$ cat src/rtl/nco_pin.sv
module nco_pin #(
  parameter int PW = 16,
  parameter int AW = 32
) (
  input  logic          clk,
  input  logic          rst_n,
  input  logic          en,
  input  logic [PW-1:0] period_i,
  input  logic [AW-1:0] incr_i,
  input  logic          flag_clr,
  output logic          pin_o,
  output logic          flag_o
);

  logic [PW-1:0] cnt;
  logic [AW-1:0] acc;
  logic          flag_q;
  logic [PW-1:0] per_eff;
  logic [AW:0]   sum;
  logic          step;
  logic          wrap;

  assign per_eff = (period_i == '0) ? PW'(1) : period_i;
  assign step    = en && (cnt >= per_eff - PW'(1));
  assign sum     = {1'b0, acc} + {1'b0, incr_i};
  assign wrap    = step && sum[AW];

  always_ff @(posedge clk or negedge rst_n) begin
    if (!rst_n) begin
      cnt <= '0;
    end else if (!en || step) begin
      cnt <= '0;
    end else begin
      cnt <= cnt + PW'(1);
    end
  end

  always_ff @(posedge clk or negedge rst_n) begin
    if (!rst_n) begin
      acc <= '0;
    end else if (!en) begin
      acc <= '0;
    end else if (step) begin
      acc <= sum[AW-1:0];
    end
  end

  always_ff @(posedge clk or negedge rst_n) begin
    if (!rst_n) begin
      flag_q <= 1'b0;
    end else if (!en) begin
      flag_q <= 1'b0;
    end else if (wrap) begin
      flag_q <= 1'b1;
    end else if (flag_clr) begin
      flag_q <= 1'b0;
    end
  end

  assign pin_o  = acc[AW-1];
  assign flag_o = flag_q;

  AST_IDLE_ZERO: assert property (@(posedge clk) disable iff (!rst_n)
    !en |=> (!pin_o && !flag_o && acc == '0));

  AST_HOLD_BETWEEN: assert property (@(posedge clk) disable iff (!rst_n)
    (en && !step) |=> (acc == $past(acc)));

  AST_FLAG_KEEP: assert property (@(posedge clk) disable iff (!rst_n)
    (en && flag_o && !flag_clr) |=> flag_o);

  AST_CLR_WINS_ON_NOWRAP: assert property (@(posedge clk) disable iff (!rst_n)
    (en && flag_clr && !wrap) |=> !flag_o);

  AST_WRAP_SETS: assert property (@(posedge clk) disable iff (!rst_n)
    wrap |=> flag_o);

  AST_RISE_NEEDS_STEP: assert property (@(posedge clk) disable iff (!rst_n)
    $rose(flag_o) |-> $past(step));

endmodule

$ cat config.mk
export PLATFORM = sky130hd
export DESIGN_NAME = nco_pin
export DESIGN_NICKNAME = d
export VERILOG_FILES = /design/src/rtl/nco_pin.sv
export SDC_FILE = /design/constraint.sdc
export NUM_CORES = 1
export LEC_CHECK = 0
export CORE_ASPECT_RATIO = 1.75
export CORE_MARGIN = 2
export CORE_UTILIZATION = 25
export CTS_BUF_LIST = sky130_fd_sc_hd__clkbuf_16
export CTS_CLUSTER_DIAMETER = 40
export CTS_CLUSTER_SIZE = 28
export DETAILED_ROUTE_END_ITERATION = 10
export SETUP_SLACK_MARGIN = 0.5
export SLEW_MARGIN = 20
export SYNTH_ARGS = -nofsm -noshare
export SYNTH_HDL_FRONTEND = slang
export SYNTH_SLANG_ARGS = --single-unit
export TNS_END_PERCENT = 1
$ cat constraint.sdc
create_clock -name clk -period 7.5 [get_ports clk]
set_input_delay 2.25 -clock clk [delete_from_list [all_inputs] [get_ports clk]]
set_output_delay 2.25 -clock clk [all_outputs]
set_load 0.05 [all_outputs]
==> flow_summary.ini <==
[outcome]
status = complete, no violations

[drt]
met2_length_microns = 6950
top_layer = met4
drtAntennaViolNets = 0
route.met3.wl_microns = 316
drt_wl_total_microns = 12300
routed_via_density = 4.91
wl_met1_microns = 4680
wire_per_inst_microns = 15.0
vias = 4010
drc = 0
drtIter0Drc = 165
drt-pass1-iter-count = 4

[cts]
clock_path_buffers = 2
numCtsBuffers = 5
clock_sinks = 49
htreeDepth = 2
clk_latency_ns = 0.30
ctsRootBufferMaster = clkbuf_16
cts.reportedPaths.clkPinSlew_ns = 0.07
postCtsSetupRepairBufs = 0
cts_resized = 0
cts_tree = done
cts_hold_buf = 0

[global_routing]
grt_pass1_vias = 4300
overflow = 0
grt_max_degree = 50
antenna_found_initial = 0
grt_pass1_wl_microns = 20700
grt_use_total_pct = 13.5

[floorplanning]
die_w_microns = 105
die_h_microns = 180
coreArea_sq_um = 17500
start_util_pct = 25.4
io_pins = 54
die_area_sq_um = 18900
rows = 64

[cells_and_area]
drive_above_1_share_pct = 4.61
diodes = 0
areaGrowthSynthToFinish_pct = 20.6
postLayoutCoreUtil_pct = 30.7
final_area_sq_um = 5350
fin_nets = 688

[worst_hold_path]
hp-class = flip-flop to flip-flop

[synth]
synthCells = 544
synth_cell_types = 61
synth_edf_count = 0
ys_ff_latch = 49
yosys.area.top_type_share_pct = 27.6
syn-num-nets = 647
avgSynthCellArea_sq_um = 8.16
synth_ff_type = dfrtp_1
ys.warnings.count = 0
yosys-top-cells-area = dfrtp_1 (28%), ha_1 (14%), nand2_1 (6.8%)
ys_async_sr_fraction_pct = 100
synth_area_sq_um = 4440
yosys.area.top_type = dfrtp_1
yosysSeqAreaShare_pct = 27.6

[place]
place_congestion = 0.891
hpwlAfterDp_microns = 9570
port_buffers = 53
placed_cell_area_sq_um = 5160

[timing]
maxSlewViolCount = 0
finalHoldViolations = 0
setup_viol_count_final = 0
period_share_pct = 88.3
fin_skew_ns = 0.00937
worst_pin_slew_ns = 0.833
rsz0062_at_grt = no
relSlewSlack_pct = 44.3
fmax_mhz = 151
period_needed_ns = 6.62
fin_tns_setup_ns = 0

[worst_setup_path]
path_cells = clkdlybuf4s50_1 > or4_1 > nor4_1 > nand2_1 > nor4_1 > nor2_1 > ha_1 > nand2_1 > nor3_1 > nand2_1 > xor2_1 > ha_1 > nand2_1 > o21ai_0 > a211oi_1 > or3_1 > a21o_1 > or4_1 > o211ai_1
crit_fanout = 6
worstSetupEndpointType = flip-flop
worstPathArrival_ns = 6.84
worstSetupStartpointType = primary input
worst_path_largest_cell_delay_ns = 0.63
critPathRequiredTime_ns = 7.72
crit_top_cell = nand2_1
slowest_stage = or4_1
path_class = primary input to flip-flop

[power_and_ir_drop]
p_per_area_nw_per_um2 = 124
irDropWorstVdd_mv = 0.0873
p_leak_nw = 2.33
power_mw = 0.665

[job]
drv_cap = 0
stage by stage:
step	std cells	setup slack, ns	hold slack [ns]
global placement	809	0.475	0.496
CTS	817	0.653	0.509
detailed placement	809	0.340	0.499
finish	817	0.877	0.505
global route	817	0.558	0.546
floorplan	544	1.59	0.467
Yosys cell counts (7+ instances only):
library cell / instances
o21ai_0: 19
xor2_1: 22
nand3_1: 25
a211oi_1: 9
dfrtp_1: 49
nor3_1: 11
and3_1: 7
nor2_1: 46
a21o_1: 15
clkbuf_1: 9
nand4_1: 13
a21oi_1: 56
buf_2: 9
ha_1: 50
nand2_1: 80
inv_1: 10
xnor2_1: 28
final cells by class:
| class | instances | area, sq um |
|---|---|---|
| Clock buffer | 5 | 125 |
| Clock inverter | 3 | 65.1 |
| Tap cell | 231 | 289 |
| Fill cell | 1904 | 12100 |
| Timing Repair Buffer | 58 | 563 |
| Sequential cell | 49 | 1230 |
| Multi-Input combinational cell | 460 | 3040 |
| Inverter | 11 | 41.3 |
logic make-up after synthesis:
kind of cell / Yosys count / synth area share [%]
flip-flops: 49 / 27.6
AND/OR/NAND/NOR: 219 / 23.2
buffers and inverters: 35 / 3.84
XOR/XNOR: 50 / 9.87
multiplexers: 1 / 0.226
AO/OA/AOI/OAI: 139 / 20.7
adder cells (fa/ha/maj): 51 / 14.6
worst paths after layout:
path | to | slack, ns | depth (start not counted) | from
worst max-delay path | acc[31]$_DFFE_PN0N_ | 0.88 | 19 | period_i[8]
worst min-delay path | cnt[0]$_DFF_PN0_ | 0.50 | 1 | cnt[0]$_DFF_PN0_
worst max register to register | acc[28]$_DFFE_PN0N_ | 4.43 | 9 | acc[0]$_DFFE_PN0N_
worst min register to register | cnt[0]$_DFF_PN0_ | 0.50 | 1 | cnt[0]$_DFF_PN0_
max in group asynchronous | acc[9]$_DFFE_PN0N_ | 4.99 | 2 | rst_n
min in group asynchronous | acc[20]$_DFFE_PN0N_ | 2.05 | 2 | rst_n
metal layers:
metal | GRT usage [%] | vias up
li1 | - | 2043
met1 | 13.9 | 1861
met2 | 26.6 | 78
met3 | 1.45 | 28
met4 | 6.29 | 0
met5 | 0 | -
worst max-delay path: cells and delay by family:
kind,cells,cell delay [ns]
simple gates,11,2.81
buf+inv,1,0.49
compound gates,4,0.72
fa+ha+maj,2,0.50
xor+xnor,1,0.07
sequential cells by signal (all words and copies together), names as in the netlist:
signal / cells
acc: 32
flag_o: 1
cnt: 16
power by group:
part           total, mW  switching, mW  internal (mW)
Clock              0.295          0.105          0.191
Combinational      0.102         0.0538         0.0484
Sequential         0.267        0.00181          0.265
Total              0.665          0.160          0.504
cells in the final DEF (no fill, tap or decap), drive strengths merged, types with 4 or more instances in the layout:
| cell type | instances |
|---|---|
| a21o | 15 |
| nor4 | 6 |
| nand4 | 13 |
| nor2 | 47 |
| o21bai | 6 |
| dfrtp | 49 |
| buf | 6 |
| nand4b | 5 |
| nand3 | 25 |
| a21oi | 56 |
| and3 | 8 |
| o31ai | 4 |
| nand2 | 82 |
| clkdlybuf4s50 | 52 |
| nor2b | 4 |
| nor3 | 11 |
| ha | 50 |
| and2 | 4 |
| nand2b | 4 |
| o21ai | 22 |
| inv | 10 |
| xnor2 | 28 |
| or4 | 4 |
| clkbuf | 5 |
| a211oi | 9 |
| xor2 | 22 |
No activity file was read; power rests on OpenSTA's default activity.
